$ cat src/rtl/spif_pkg.sv
package spif_pkg;

    localparam logic [7:0] OPC_WEN   = 8'h06;
    localparam logic [7:0] OPC_WDIS  = 8'h04;
    localparam logic [7:0] OPC_IDENT = 8'h9F;
    localparam logic [7:0] OPC_STAT  = 8'h05;
    localparam logic [7:0] OPC_RD    = 8'h03;
    localparam logic [7:0] OPC_FRD   = 8'h0B;
    localparam logic [7:0] OPC_PWR   = 8'h0A;
    localparam logic [7:0] OPC_PPG   = 8'h02;
    localparam logic [7:0] OPC_PER   = 8'hDB;
    localparam logic [7:0] OPC_SER   = 8'hD8;
    localparam logic [7:0] OPC_SLEEP = 8'hB9;
    localparam logic [7:0] OPC_WAKE  = 8'hAB;

    // Transaction phase after the opcode byte
    typedef enum logic [2:0] {
        PH_OPCODE,
        PH_ADDR,
        PH_DUMMY,
        PH_SEND,
        PH_LOAD,
        PH_TAIL,
        PH_SKIP
    } phase_e;

    // Where outgoing bytes come from
    typedef enum logic [1:0] {
        SRC_NONE,
        SRC_ARRAY,
        SRC_STATUS,
        SRC_IDENT
    } src_e;

    typedef struct packed {
        logic known;
        logic array;
        logic commit;
        logic has_addr;
        logic dummy;
        logic wdata;
        src_e src;
    } opinfo_t;

    function automatic opinfo_t op_lookup(input logic [7:0] c);
        opinfo_t r;
        r = '0;
        r.src = SRC_NONE;
        case (c)
            OPC_WEN, OPC_WDIS, OPC_SLEEP, OPC_WAKE: begin
                r.known  = 1'b1;
                r.commit = 1'b1;
            end
            OPC_IDENT: begin
                r.known = 1'b1;
                r.src   = SRC_IDENT;
            end
            OPC_STAT: begin
                r.known = 1'b1;
                r.src   = SRC_STATUS;
            end
            OPC_RD, OPC_FRD: begin
                r.known    = 1'b1;
                r.array    = 1'b1;
                r.has_addr = 1'b1;
                r.dummy    = (c == OPC_FRD);
                r.src      = SRC_ARRAY;
            end
            OPC_PWR, OPC_PPG: begin
                r.known    = 1'b1;
                r.array    = 1'b1;
                r.has_addr = 1'b1;
                r.commit   = 1'b1;
                r.wdata    = 1'b1;
            end
            OPC_PER, OPC_SER: begin
                r.known    = 1'b1;
                r.array    = 1'b1;
                r.has_addr = 1'b1;
                r.commit   = 1'b1;
            end
            default: ;
        endcase
        return r;
    endfunction

    function automatic logic is_commit_code(input logic [7:0] c);
        return op_lookup(c).commit;
    endfunction

endpackage

$ cat src/rtl/spif_sync.sv
module spif_sync #(
    parameter int STAGES = 2
) (
    input  logic clk,
    input  logic rst,
    input  logic sclk,
    input  logic cs_n,
    input  logic mosi,
    output logic sclk_rise,
    output logic sclk_fall,
    output logic cs_act,
    output logic cs_end,
    output logic mosi_s
);
    localparam int TOP = STAGES - 1;

    logic [STAGES-1:0] sck_p, csn_p, dat_p;
    logic              sck_d, act_d;

    always_ff @(posedge clk) begin
        if (rst) begin
            sck_p <= '0;
            csn_p <= '1;
            dat_p <= '0;
            sck_d <= 1'b0;
            act_d <= 1'b0;
        end else begin
            sck_p <= {sck_p[STAGES-2:0], sclk};
            csn_p <= {csn_p[STAGES-2:0], cs_n};
            dat_p <= {dat_p[STAGES-2:0], mosi};
            sck_d <= sck_p[TOP];
            act_d <= ~csn_p[TOP];
        end
    end

    assign sclk_rise = sck_p[TOP] & ~sck_d;
    assign sclk_fall = ~sck_p[TOP] & sck_d;
    assign cs_act    = ~csn_p[TOP];
    assign cs_end    = act_d & ~cs_act;
    assign mosi_s    = dat_p[TOP];

endmodule

$ cat src/rtl/spif_rx.sv
module spif_rx #(
    parameter int CNT_W = 4
) (
    input  logic             clk,
    input  logic             rst,
    input  logic             clear,
    input  logic             sample,
    input  logic             din,
    output logic             byte_stb,
    output logic [7:0]       byte_val,
    output logic [CNT_W-1:0] byte_no,
    output logic [2:0]       bit_pos
);
    logic [6:0]       sr;
    logic [CNT_W-1:0] cnt;

    always_ff @(posedge clk) begin
        if (rst || clear) begin
            sr       <= '0;
            bit_pos  <= '0;
            cnt      <= '0;
            byte_stb <= 1'b0;
            byte_val <= '0;
            byte_no  <= '0;
        end else begin
            byte_stb <= 1'b0;
            if (sample) begin
                if (bit_pos == 3'd7) begin
                    byte_val <= {sr, din};
                    byte_stb <= 1'b1;
                    byte_no  <= cnt;
                    if (cnt != '1) cnt <= cnt + 1'b1;
                    bit_pos  <= 3'd0;
                end else begin
                    sr      <= {sr[5:0], din};
                    bit_pos <= bit_pos + 3'd1;
                end
            end
        end
    end

endmodule

$ cat src/rtl/spif_tx.sv
module spif_tx (
    input  logic       clk,
    input  logic       rst,
    input  logic       clear,
    input  logic       enable,
    input  logic       fall,
    input  logic [7:0] load_val,
    output logic       load_take,
    output logic       dout,
    output logic       driving
);
    logic [7:0] sr;
    logic [2:0] cnt;

    assign load_take = enable & fall & (cnt == 3'd0);

    always_ff @(posedge clk) begin
        if (rst || clear) begin
            sr      <= '0;
            cnt     <= '0;
            driving <= 1'b0;
        end else if (enable && fall) begin
            if (cnt == 3'd0) begin
                sr      <= load_val;
                driving <= 1'b1;
            end else begin
                sr <= {sr[6:0], 1'b0};
            end
            cnt <= cnt + 3'd1;
        end
    end

    assign dout = sr[7] & driving;

endmodule

$ cat src/rtl/spi_flash_frontend.sv
module spi_flash_frontend
    import spif_pkg::*;
#(
    parameter int          ADDR_BYTES  = 3,
    parameter int          SYNC_STAGES = 2,
    parameter int          CNT_W       = 4,
    parameter int          ID_BYTES    = 3,
    parameter logic [23:0] ID_VALUE    = 24'hC2_5A_17
) (
    input  logic                    clk,
    input  logic                    rst,
    input  logic                    cs_n,
    input  logic                    sclk,
    input  logic                    mosi,
    output logic                    miso,
    output logic                    miso_oe,
    output logic                    mem_req,
    output logic                    mem_we,
    output logic [8*ADDR_BYTES-1:0] mem_addr,
    output logic [7:0]              mem_wdata,
    input  logic [7:0]              mem_rdata,
    input  logic [7:0]              status_in,
    input  logic                    busy,
    output logic                    exec_valid,
    output logic [7:0]              exec_code,
    output logic [8*ADDR_BYTES-1:0] exec_addr
);
    localparam int                ADDR_W    = 8 * ADDR_BYTES;
    localparam int                ID_W      = 8 * ID_BYTES;
    localparam int                IDX_W     = $clog2(ID_BYTES + 1);
    localparam logic [CNT_W-1:0]  LAST_ADDR = CNT_W'(ADDR_BYTES);
    localparam logic [IDX_W-1:0]  ID_END    = IDX_W'(ID_BYTES);
    localparam logic [ADDR_W-1:0] ONE_A     = ADDR_W'(1);

    logic             sclk_rise, sclk_fall, cs_act, cs_end, mosi_s;
    logic             rx_stb;
    logic [7:0]       rx_byte;
    logic [CNT_W-1:0] rx_no;
    logic [2:0]       bit_pos;
    logic             load_take, tx_bit, tx_drv;
    logic [7:0]       load_val;

    phase_e              ph;
    opinfo_t             info, dec;
    logic [7:0]          opc;
    logic [ADDR_W-1:0]   base, rd_ptr, addr_next;
    logic [7:0]          wr_lo, pre;
    logic                got_data, fetch_q, commit_ok;
    logic [IDX_W-1:0]    id_idx;
    logic [ID_W-1:0]     id_sh;

    spif_sync #(.STAGES(SYNC_STAGES)) u_sync (
        .clk(clk), .rst(rst), .sclk(sclk), .cs_n(cs_n), .mosi(mosi),
        .sclk_rise(sclk_rise), .sclk_fall(sclk_fall),
        .cs_act(cs_act), .cs_end(cs_end), .mosi_s(mosi_s)
    );

    spif_rx #(.CNT_W(CNT_W)) u_rx (
        .clk(clk), .rst(rst), .clear(~cs_act),
        .sample(sclk_rise & cs_act), .din(mosi_s),
        .byte_stb(rx_stb), .byte_val(rx_byte), .byte_no(rx_no), .bit_pos(bit_pos)
    );

    spif_tx u_tx (
        .clk(clk), .rst(rst), .clear(~cs_act),
        .enable((ph == PH_SEND) & cs_act), .fall(sclk_fall),
        .load_val(load_val), .load_take(load_take),
        .dout(tx_bit), .driving(tx_drv)
    );

    assign dec       = op_lookup(rx_byte);
    assign addr_next = {base[ADDR_W-9:0], rx_byte};
    assign id_sh     = ID_VALUE[ID_W-1:0] << {id_idx, 3'b000};

    always_comb begin
        case (info.src)
            SRC_STATUS: load_val = status_in;
            SRC_IDENT:  load_val = id_sh[ID_W-1 -: 8];
            SRC_ARRAY:  load_val = pre;
            default:    load_val = 8'h00;
        endcase
    end

    assign miso_oe = tx_drv & cs_act;
    assign miso    = tx_bit & cs_act;

    // Command sequencing
    always_ff @(posedge clk) begin
        if (rst || !cs_act) begin
            ph        <= PH_OPCODE;
            info      <= '0;
            opc       <= '0;
            base      <= '0;
            rd_ptr    <= '0;
            wr_lo     <= '0;
            got_data  <= 1'b0;
            id_idx    <= '0;
            mem_req   <= 1'b0;
            mem_we    <= 1'b0;
            mem_addr  <= '0;
            mem_wdata <= '0;
        end else begin
            mem_req <= 1'b0;
            mem_we  <= 1'b0;
            if (rx_stb) begin
                case (ph)
                    PH_OPCODE: begin
                        opc  <= rx_byte;
                        info <= dec;
                        if (!dec.known || (dec.array && busy)) ph <= PH_SKIP;
                        else if (dec.has_addr)                 ph <= PH_ADDR;
                        else if (dec.src != SRC_NONE)          ph <= PH_SEND;
                        else                                   ph <= PH_TAIL;
                    end
                    PH_ADDR: begin
                        base <= addr_next;
                        if (rx_no == LAST_ADDR) begin
                            wr_lo <= rx_byte;
                            if (info.dummy) begin
                                ph <= PH_DUMMY;
                            end else if (info.src == SRC_ARRAY) begin
                                ph       <= PH_SEND;
                                mem_req  <= 1'b1;
                                mem_addr <= addr_next;
                                rd_ptr   <= addr_next;
                            end else if (info.wdata) begin
                                ph <= PH_LOAD;
                            end else begin
                                ph <= PH_TAIL;
                            end
                        end
                    end
                    PH_DUMMY: begin
                        ph       <= PH_SEND;
                        mem_req  <= 1'b1;
                        mem_addr <= base;
                        rd_ptr   <= base;
                    end
                    PH_LOAD: begin
                        mem_req   <= 1'b1;
                        mem_we    <= 1'b1;
                        mem_addr  <= {base[ADDR_W-1:8], wr_lo};
                        mem_wdata <= rx_byte;
                        wr_lo     <= wr_lo + 8'd1;
                        got_data  <= 1'b1;
                    end
                    default: ;
                endcase
            end
            if (load_take) begin
                if (info.src == SRC_ARRAY) begin
                    rd_ptr   <= rd_ptr + ONE_A;
                    mem_req  <= 1'b1;
                    mem_we   <= 1'b0;
                    mem_addr <= rd_ptr + ONE_A;
                end
                if (info.src == SRC_IDENT && id_idx != ID_END) id_idx <= id_idx + 1'b1;
            end
        end
    end

    // Prefetched array byte
    always_ff @(posedge clk) begin
        if (rst) begin
            fetch_q <= 1'b0;
            pre     <= '0;
        end else begin
            fetch_q <= mem_req & ~mem_we;
            if (fetch_q) pre <= mem_rdata;
        end
    end

    // Acceptance at deselect
    assign commit_ok = info.commit && (bit_pos == 3'd0) &&
                       ((ph == PH_TAIL) || (ph == PH_LOAD && got_data));

    always_ff @(posedge clk) begin
        if (rst) begin
            exec_valid <= 1'b0;
            exec_code  <= '0;
            exec_addr  <= '0;
        end else begin
            exec_valid <= cs_end & commit_ok;
            if (cs_end && commit_ok) begin
                exec_code <= opc;
                exec_addr <= base;
            end
        end
    end

endmodule

$ cat config.mk
export PLATFORM = sky130hd
export DESIGN_NAME = spi_flash_frontend
export DESIGN_NICKNAME = d
export VERILOG_FILES = /design/src/rtl/spif_pkg.sv /design/src/rtl/spif_sync.sv /design/src/rtl/spif_rx.sv /design/src/rtl/spif_tx.sv /design/src/rtl/spi_flash_frontend.sv
export SDC_FILE = /design/constraint.sdc
export NUM_CORES = 1
export LEC_CHECK = 0
export ABC_AREA = 1
export BUFFER_PORTS_ARGS = -buffer_cell sky130_fd_sc_hd__buf_2
export CAP_MARGIN = 20
export CORE_MARGIN = 3
export CORE_UTILIZATION = 40
export CTS_BUF_LIST = sky130_fd_sc_hd__clkbuf_8 sky130_fd_sc_hd__clkbuf_16
export DETAILED_ROUTE_END_ITERATION = 8
export HOLD_SLACK_MARGIN = 0.08
export PLACE_DENSITY = 0.62
export SETUP_SLACK_MARGIN = 0.1
export SYNTH_ARGS = -nofsm -noshare
export SYNTH_HDL_FRONTEND = slang
export SYNTH_SLANG_ARGS = --single-unit
$ cat constraint.sdc
create_clock -name clk -period 1.53 [get_ports clk]
set_clock_uncertainty 0.05 [all_clocks]
set_input_delay 0.0765 -clock clk [delete_from_list [all_inputs] [get_ports clk]]
set_output_delay 0.0765 -clock clk [all_outputs]
set_load 0.02 [all_outputs]
==> results of run 1 <==
cell type report:
type                       count  area, sq um
fill                        1906         8430
multi-input combinational    960         5700
sequential                   198         4030
timing repair buffer         341         3080
inverter                     124          547
clock buffer                  19          453
tap                          313          392
clock inverter                12          138
timing repair inverter         1         5.00
metrics by stage:
| stage | TNS [ps] | area (sq um) |
|---|---|---|
| finish | -7430 | 14300 |
| global route | -13950 | 14300 |
| detailed placement | -4440 | 11300 |
| global placement | -2500 | 11300 |
| CTS | -2730 | 13200 |
| floorplan | 0 | 9560 |
synth_stat cells:
master,number,share of area (%)
buf_2,20,1.1
o21a_1,2,0.16
o31ai_1,2,0.16
nor2_2,4,0.27
nor2_4,2,0.24
dfxtp_1,198,42
o221ai_1,2,0.19
ha_1,13,1.7
buf_6,4,0.48
o211ai_1,9,0.72
o21ai_0,186,10
buf_4,3,0.24
inv_2,10,0.40
nor2_1,155,6.2
a22oi_1,2,0.16
and3_1,2,0.13
buf_1,3,0.12
o22ai_1,16,1.1
a32oi_1,9,0.84
a41oi_1,1,0.094
nand2_2,5,0.33
a221oi_1,1,0.094
a31oi_1,2,0.13
nand3_1,83,4.4
clkbuf_1,34,1.4
inv_1,113,4.5
a211oi_1,7,0.56
or2_2,7,0.47
clkinv_1,1,0.040
nand4_1,7,0.47
nand2_1,268,11
o21bai_1,1,0.080
nor3_1,11,0.59
nand2_4,1,0.12
o21ai_1,6,0.32
o21ai_2,1,0.094
o311ai_0,1,0.094
xor2_1,2,0.19
nor2_8,2,0.43
nand3_2,1,0.11
a21oi_1,143,7.7
nand3b_1,2,0.16
nor3_2,3,0.32
power breakdown:
| part | internal, W | total (W) | leakage (nW) | switching [W] |
|---|---|---|---|---|
| logic | 0.000127 | 0.000258 | 4.12 | 0.000132 |
| registers | 0.00514 | 0.00514 | 1.61 | 0.00000470 |
| clock network | 0.00239 | 0.00460 | 0.281 | 0.00222 |
| total | 0.00765 | 0.0100 | 6.02 | 0.00235 |
kinds of logic (layout without fill, tap and decap cells):
logic type	Yosys count	after routing	synth area share [%]
flops	198	198	42.4
xor+xnor	2	2	0.187
fa+ha+maj	13	13	1.74
simple gates	553	554	25.1
buf+inv	188	497	8.25
compound gates	391	391	22.4
layer usage:
layer	global-route usage [%]	wire (um)	up-vias
met2	41.0	16400	386
li1	-	-	5113
met1	33.1	15000	5058
met4	8.95	1210	0
met5	0	0	-
met3	4.64	2260	95
flip-flops by register name, indices dropped and copies added, names as in the netlist, 5 cells and up:
signal	flops
u_rx.sr	7
info	5
opc	8
rd_ptr	24
wr_lo	8
base	24
u_rx.byte_val	8
pre	8
exec_addr	24
exec_code	8
u_tx.sr	8
mem_wdata	8
mem_addr	24
worst max-delay path: cells and delay by family, from the launching register on:
family                 cells  cell delay [ps]
buffers and inverters      3              340
DFF                        1              380
and+or+nand+nor            7              920
worst paths after layout:
path / startpoint / endpoint / slack [ps] / depth (start not counted)
hold reg to reg: u_sync.dat_p[0]$_SDFF_PP0_ / u_sync.dat_p[1]$_SDFF_PP0_ / 380 / 2
setup reg to reg: ph[0]$_SDFFE_PP0P_ / mem_addr[23]$_SDFF_PP0_ / -200 / 10
setup / recovery: ph[0]$_SDFFE_PP0P_ / mem_addr[23]$_SDFF_PP0_ / -200 / 10
hold / removal: mem_rdata[3] / pre[3]$_SDFFE_PP0P_ / 340 / 4
repair_timing:
| item | in CTS | in global routing |
|---|---|---|
| gates cloned | 9 | 14 |
| setup endpoints to repair | 157 | 177 |
| setup buffers | 25 | 33 |
| hold buffers | 24 | 0 |
| endpoints found under the hold margin | 26 | 0 |
| gates resized for setup | 211 | 262 |
| pin swaps | 42 | 69 |
==> results by group, run 1 <==
Timing
  – Fin crit period: around 1700 ps
  – Final Setup Violations: around 90
  – Fin crit share: 113%
  – Setup repair after global routing missed its margin: yes
  – Final hold violations: 0
  – Slew margin rel.: 63.3%
  – Worst-Margin Slew: 549 ps
  – Slack of the critical path: -199 ps
  – FMAX: 0.578 GHz
  – Pins Over Slew Limit: 0
  – Hold slack: 340 ps

Placed design
  – Routability cong.: between 0.9 and 1
  – Pre-CTS setup slack: -173 ps
  – HPWL Detailed: ~22000 um
  – Cells after DPL: roughly 1800
  – Port bufs: 90

Final layout
  – Most frequent cells in the layout: nand2_1, dfxtp_1, buf_4, a21oi_1, o21ai_0
  – Nets: 1678
  – Fin util: about 63%
  – Fin cells: 1968
  – Most common cell after layout, fill and taps aside: nand2_1
  – Diodes inserted: 0
  – Layout area overhead: 53.4%
  – Layout cell share with drive strength beyond 1: 38.4%

Logic synthesis
  – Syn_area_per_cell: between 6 and 7 sq um
  – Cell Area, Synth: 9350 sq um
  – Post-Synthesis Net Count: about 1400
  – Ys Warns: 0
  – Synth cell types: 43
  – Sequential element share of the synthesized area: between 40 and 50%
  – Post-synthesis cell count: 1345
  – Yosys reg bits: 198

Clocking
  – H-tree depth: 4
  – Max clock buf depth: 2
  – CTS tree: built
  – CTS buffer count: 17
  – CTS sink count: ~200
  – Clk slew on worst S/H paths: 80 ps
  – Clk_lat worst skew: 450 ps
  – Clock root cell: clkbuf_16

Routing
  – Iter 0 DRT Violations: 1035
  – Wirelength per Cell: 17.7 um
  – Vias/cell: 5.41
  – Routed Wire Length: 34900 um
  – DRT Pass-1 Iters: 6
  – DRC: 0
  – Antenna-violating nets left: 0
  – Vias: 10700

Critical path
  – Critical path type: flip-flop to flip-flop
  – Critical path, cell by cell: inv_6 -> nor3_4 -> nand2_2 -> nor2_4 -> nand2_4 -> buf_12 -> nor2_4 -> buf_6 -> nand3_2 -> nand2_1
  – Critical Path Source Type: flip-flop
  – Crit-path max FO: 8
  – Worst EP arrival: 2080 ps
  – Critical-path top delay cell: dfxtp_4
  – CP Capture Type: flip-flop
  – CP dominant cell by count: nor2_4
  – CP max stage delay: 380 ps
  – WP data required: about 1900 ps

Outcome
  – Failing checks: setup timing
  – Status: finished with violations

Floorplanning
  – Die height: 159 um
  – Core area: 22800 sq um
  – Cell Rows: 55
  – Die area: 25300 sq um
  – Die width: 159 um
  – Initial Util: 41.1%
  – IO Count: approximately 90

Power and ir drop
  – Peak supply drop: approximately 0.49 mV
  – Power per cell area: 697 nW/um^2
  – Power, Total: 0.0100 W
  – Leakage power: 6.02 nW

Global routing
  – Largest net degree at the start of global routing: 42
  – Total track usage: 25.0%
  – Initial antenna violation count: 0
  – First-pass GRT wire length: 51400 um
  – Number of global-route vias before repair: 9852
  – Total gr overflow: 0

Worst hold path
  – Class of the worst hold path: input port to flip-flop

Run
  – MaxCap Viol Count: 0
(Power assumes the default switching activity.)
==> inputs of run 2 (changes only) <==
--- a/config.mk
+++ b/config.mk
@@ -8,13 +8,14 @@
 export ABC_AREA = 1
 export BUFFER_PORTS_ARGS = -buffer_cell sky130_fd_sc_hd__buf_2
 export CAP_MARGIN = 20
-export CORE_MARGIN = 3
+export CORE_MARGIN = 2
 export CORE_UTILIZATION = 40
 export CTS_BUF_LIST = sky130_fd_sc_hd__clkbuf_8 sky130_fd_sc_hd__clkbuf_16
 export DETAILED_ROUTE_END_ITERATION = 8
 export HOLD_SLACK_MARGIN = 0.08
 export PLACE_DENSITY = 0.62
 export SETUP_SLACK_MARGIN = 0.1
+export SLEW_MARGIN = 10
 export SYNTH_ARGS = -nofsm -noshare
 export SYNTH_HDL_FRONTEND = slang
 export SYNTH_SLANG_ARGS = --single-unit
==> run 2 against run 1 <==
  * The run still ends with setup timing left
  * Final area up 6.9%
  * Combinational power shrank 14%
  * Largest cell class unchanged
  * Clock-buffer cell count fell by 2
  * Critical path depth did not move
==> results by group, run 2 (synthesized netlist as in run 1, its figures left out) <==
Timing
  – Slew margin rel.: 63.4%
  – Fin crit share: 113%
  – Final hold violations: 0
  – Pins Over Slew Limit: 0
  – Setup repair after global routing missed its margin: yes
  – Setup TNS: -6130 ps
  – Worst-Margin Slew: 548 ps
  – Fin crit period: 1730 ps
  – Final Setup Violations: 77
  – FMAX: 0.579 GHz
  – Slack of the critical path: -197 ps

Global routing
  – Number of global-route vias before repair: 9865
  – Largest net degree at the start of global routing: 33
  – Total gr overflow: 0
  – Total track usage: a little over a quarter
  – Initial antenna violation count: 0
  – First-pass GRT wire length: 51800 um

Routing
  – DRT Pass-1 Iters: 5
  – Vias: 11000
  – Antenna-violating nets left: 0
  – Wirelength per Cell: 18.8 um
  – DRC: 0
  – Vias/cell: about 5.6
  – Routed Wire Length: 37200 um
  – Iter 0 DRT Violations: around 1200

Critical path
  – R2R Setup Slk: -200 ps
  – CP Capture Type: flip-flop
  – Critical Path Source Type: flip-flop
  – R2R depth: 10
  – Critical path type: flip-flop to flip-flop
  – Reg-to-reg endpoint: mem_addr[9]$_SDFF_PP0_
  – Crit-path max FO: 8
  – WP data required: 1810 ps
  – Reg2reg start: ph[1]$_SDFFE_PP0P_
  – Worst EP arrival: 2000 ps
  – Crit. Startpoint: ph[1]$_SDFFE_PP0P_

Clocking
  – Max clock buf depth: 2
  – Clk slew on worst S/H paths: 80 ps
  – CTS sink count: 198
  – Clock root cell: clkbuf_16
  – CTS buffer count: 17
  – H-tree depth: 4
  – Clk_lat worst skew: 450 ps
  – CTS tree: built

Power and ir drop
  – Power, Total: 0.00988 W
  – Leakage power: 6.44 nW
  – Clock power share: 45.8%
  – Logic pwr share: 2.3%
  – Power per cell area: 645 nW/um^2
  – P_int: 0.00742 W
  – Peak supply drop: 0.686 mV
  – Switching Share: 24.9%
  – Seq pwr share: 51.9%
  – P_sw: 0.00246 W

Floorplanning
  – Die area: 24600 sq um
  – Cell Rows: 55
  – Initial Util: 41.1%
  – IO Count: between 90 and 100
  – Die width: 157 um
  – Core area: 22800 sq um
  – Die height: 157 um

Outcome
  – Status: finished with violations
  – Failing checks: setup timing

Placed design
  – Port bufs: 90
  – Routability cong.: 0.937
  – Cell Area, Placed: between 10000 and 15000 sq um
  – HPWL Detailed: 22000 um

Worst hold path
  – Hold Startpoint: mem_rdata[2]
  – WHS Path Cells: 4
  – Class of the worst hold path: input port to flip-flop
  – WHS Endpoint: pre[2]$_SDFFE_PP0P_

Final layout
  – Multi-input gate area: 6260 sq um
  – Layout cell share with drive strength beyond 1: 45.9%
  – Layout area overhead: 63.9%
  – Most common cell after layout, fill and taps aside: nand2_1
  – FF+latch area: 4050 sq um
  – Filler Cell Count: 1719
  – Diodes inserted: 0
  – Most frequent cells in the layout: nand2_1, dfxtp_1, buf_4, a21oi_1, buf_2
  – Final instance area: 15300 sq um
  – Nets: approximately 1700

Run
  – MaxCap Viol Count: 0
[run 2: cell count changes in the layout (fill, tap and decap cells not counted), moves of 27 or more]
cell | before | now
a21oi_1 | 124 | 94
o21ai_1 | 43 | 76
o21ai_0 | 97 | 59
nand2_1 | 238 | 199
a21oi_2 | 17 | 44
buf_4 | 150 | 123
[run 2: metrics by stage]
stage               utilization, %  worst slack [ps]  hold slack [ps]  instances
CTS                           58.3             -82.6              338       1924
floorplan                        -              26.5              130       1345
global route                  67.3              -253              370       1981
finish                        67.3              -197              341       1981
global placement              49.7              -138              215       1835
detailed placement            49.7              -183              217       1835
[run 2: cell type report]
class	count	area share [%]
multi-input combinational	960	40.8
timing repair inverter	4	0.220
inverter	124	3.76
clock inverter	15	0.996
tap	313	2.55
clock buffer	17	2.77
timing repair buffer	350	22.5
sequential	198	26.4
[run 2: how the worst max path moves through the flow]
stage | end | slack (ps) | cells past startpoint
after floorplan | rd_ptr[20]$_SDFF_PP0_ | 30 | 9
after global placement | mem_addr[4]$_SDFF_PP0_ | -140 | 10
after detailed placement | rd_ptr[5]$_SDFF_PP0_ | -180 | 10
after CTS | rd_ptr[17]$_SDFF_PP0_ | -80 | 10
after global routing | mem_addr[7]$_SDFF_PP0_ | -250 | 11
final | mem_addr[9]$_SDFF_PP0_ | -200 | 10
[run 2: worst max-delay path, cell delays in order (launching register included)]
cell	delay (ps)
dfxtp_4	370
buf_6	120
nor2_4	160
nand2_8	90
nor2_8	130
inv_4	70
nand2_8	100
buf_8	140
o22ai_1	70
a21oi_1	200
o21ai_1	90
[run 2: layer usage]
layer	track usage, %	wire (um)	share of wire, %
met5	0	0	0
met2	43.6	17500	47
met3	4.96	2790	7.5
met1	35.3	15100	41
met4	10.0	1810	4.9
[run 2: repair_timing]
| action | 4_1_cts | 5_1_grt |
|---|---|---|
| hold buffers | 24 | 0 |
| pin swaps | 60 | 142 |
| gates resized for setup | 251 | 457 |
| endpoints found under the setup margin | 148 | 173 |
| setup buffers | 23 | 44 |
| hold endpoints to repair | 27 | 0 |
| gates cloned | 11 | 19 |
[run 2: power groups by stage]
stage / Combinational, W / Sequential, W / Clock (W)
floorplan: 0.0000719 / 0.00528 / 0
global placement: 0.000135 / 0.00528 / 0
detailed placement: 0.000136 / 0.00528 / 0
CTS: 0.000192 / 0.00515 / 0.00454
global route: 0.000238 / 0.00513 / 0.00481
finish: 0.000223 / 0.00513 / 0.00453
==> inputs of run 3 (changes only) <==
--- a/config.mk
+++ b/config.mk
@@ -14,6 +14,7 @@
 export DETAILED_ROUTE_END_ITERATION = 8
 export HOLD_SLACK_MARGIN = 0.08
 export PLACE_DENSITY = 0.62
+export REMOVE_ABC_BUFFERS = 1
 export SETUP_SLACK_MARGIN = 0.1
 export SLEW_MARGIN = 10
 export SYNTH_ARGS = -nofsm -noshare
==> run 3 against run 2 <==
  * The flow still finishes with violations (setup timing)
  * Routed wire length shrank 6.0%
  * Core utilization fell by 5.5 points
  * Critical endpoint is now rd_ptr[9]$_SDFF_PP0_
  * Final area down 8.2%
  * Register-to-register slack better by 90 ps
  * Flip-flop and latch count unchanged
  * Die area did not move
  * Final cell count down 1.6%
  * Sequential share of layout area rose by 2.3 points
==> results by group, run 3 (synthesized netlist as in run 1, its figures left out) <==
Final layout
  – Fin cells: 1950
  – Most frequent cells in the layout: nand2_1, dfxtp_1, buf_4, a21oi_1, nor2_1
  – Most common cell after layout, fill and taps aside: nand2_1
  – Diodes inserted: 0
  – Nets: 1659
  – Layout area overhead: 50.5%
  – Fin util: around 62%
  – Layout cell share with drive strength beyond 1: 35.6%

Critical path
  – Critical path, cell by cell: inv_2 -> nor3_4 -> nand2_2 -> nor2_4 -> nand2_4 -> buf_8 -> nor2_8 -> nand3_1 -> o21ai_0
  – CP max stage delay: about 360 ps
  – CP Capture Type: flip-flop
  – Worst EP arrival: 1940 ps
  – Critical Path Source Type: flip-flop
  – Critical path type: flip-flop to flip-flop
  – Crit. Startpoint: ph[0]$_SDFFE_PP0P_
  – Levels on crit path: 9
  – Crit-path leading delay family: simple AND/OR/NAND/NOR gates
  – CP bufs+invs: 2
  – Critical-path top delay cell: dfxtp_2
  – R2R depth: 9
  – Reg2reg start: ph[0]$_SDFFE_PP0P_
  – WP data required: 1820 ps
  – Crit-path max FO: 7

Clocking
  – H-tree depth: 4
  – Clock root cell: clkbuf_16
  – CTS sink count: 198
  – CTS tree: built
  – CTS buffer count: 17
  – Max clock buf depth: 2
  – Clk_lat worst skew: 440 ps
  – Clk slew on worst S/H paths: 80 ps

Timing
  – Setup repair after global routing missed its margin: yes
  – Pins Over Slew Limit: 0
  – Fin crit period: 1640 ps
  – Slew margin rel.: 65.0%
  – FMAX: 0.609 GHz
  – Final Setup Violations: 63
  – Setup TNS: -2330 ps
  – Final hold violations: 0
  – Worst-Margin Slew: 525 ps
  – Slack of the critical path: -112 ps
  – Fin crit share: 107%

Routing
  – Antenna-violating nets left: 0
  – Routed Wire Length: 34900 um
  – Iter 0 DRT Violations: 861
  – Vias/cell: 5.44
  – Vias: 10600
  – DRT Pass-1 Iters: 6
  – DRC: 0
  – Wirelength per Cell: 17.9 um

Power and ir drop
  – Clock power share: 47.2%
  – Peak supply drop: around 0.68 mV
  – P_int: between 0.007 and 0.008 W
  – Leakage power: 5.94 nW
  – Logic pwr share: around 2.6%
  – P_sw: 0.00246 W
  – Seq pwr share: 50.3%
  – Power per cell area: 726 nW/um^2
  – Power, Total: around 0.010 W
  – Switching Share: 24.0%

Placed design
  – Port bufs: 90
  – Pre-CTS setup slack: -214 ps
  – HPWL Detailed: approximately 22000 um
  – Routability cong.: 0.909
  – Cells after DPL: 1840

Floorplanning
  – Die width: between 150 and 200 um
  – Initial Util: 41.1%
  – Die height: roughly 160 um
  – Cell Rows: 55
  – Core area: 22800 sq um
  – IO Count: 91
  – Die area: about 25000 sq um

Global routing
  – Largest net degree at the start of global routing: 42
  – Initial antenna violation count: 0
  – Met1 Track Usage GR: 36.7%
  – Total track usage: between 20% and 30%
  – M2 GR Usage: 41.8%
  – Met3 Use GR: 4.41%
  – Total gr overflow: 0
  – Number of global-route vias before repair: between 9000 and 10000
  – Layer with the highest usage: met2
  – First-pass GRT wire length: 51500 um

Outcome
  – Failing checks: setup timing
  – Status: finished with violations

Worst hold path
  – WHS Path Cells: 4
  – Hold Startpoint: rst
  – Class of the worst hold path: input port to flip-flop

Run
  – MaxCap Viol Count: 0
==> run 3: changes by cell type in the layout (fill, tap and decap cells not counted), sizes merged <==
cell,change
buf,-24
bufinv,+2
clkbuf,-5
clkinv,-1
inv,-3
==> run 3: final timing paths <==
kind / to / slack [ps]
hold reg to reg: fetch_q$_SDFF_PP0_ / 380
hold / removal: u_sync.act_d$_SDFF_PP0_ / 140
setup / recovery: rd_ptr[9]$_SDFF_PP0_ / -110
setup reg to reg: rd_ptr[9]$_SDFF_PP0_ / -110
==> run 3: area by class of cell <==
cell class,count,area (sq um)
Timing Repair inverter,2,15.0
Inverter,124,537
Clock inverter,15,188
Multi-Input combinational cell,960,5560
Sequential cell,198,4040
Fill cell,1940,8700
Clock buffer,17,425
Tap cell,313,392
Timing Repair Buffer,321,2920
==> run 3: power groups by stage <==
stage	logic, W	clock network [W]	registers (W)
final	0.000262	0.00482	0.00514
after floorplan	0.0000597	0	0.00528
after global placement	0.000143	0	0.00528
after CTS	0.000204	0.00484	0.00516
after global routing	0.000279	0.00506	0.00514
after detailed placement	0.000143	0	0.00528
==> run 3: tightest hold or removal path, stage by stage <==
cell    delay [ps]
buf_2          140
nor2_4          80
buf_8          150
buf_6          140
==> run 3: metal layers <==
metal	vias to the layer above	routed length, um	part of all wire (%)
li1	5067	-	-
met1	5010	15100	43
met2	443	16300	47
met3	86	2480	7.1
met4	0	1050	3.0
met5	-	0	0
==> run 3: per-stage QoR <==
| stage | area, sq um | hold WS [ps] |
|---|---|---|
| after floorplan | 9050 | 97.7 |
| after global placement | 11200 | 212 |
| after detailed placement | 11200 | 214 |
| after CTS | 13000 | 122 |
| after global routing | 14100 | 127 |
| final | 14100 | 140 |
==> run 3: what timing repair did <==
| item | 4_1_cts | 5_1_grt |
|---|---|---|
| hold endpoints to repair | 27 | 0 |
| setup endpoints to repair | 166 | 176 |
| setup buffers | 19 | 14 |
| gates cloned | 8 | 14 |
| pin swaps | 37 | 53 |
| hold buffers | 24 | 0 |
| gates resized for setup | 202 | 259 |
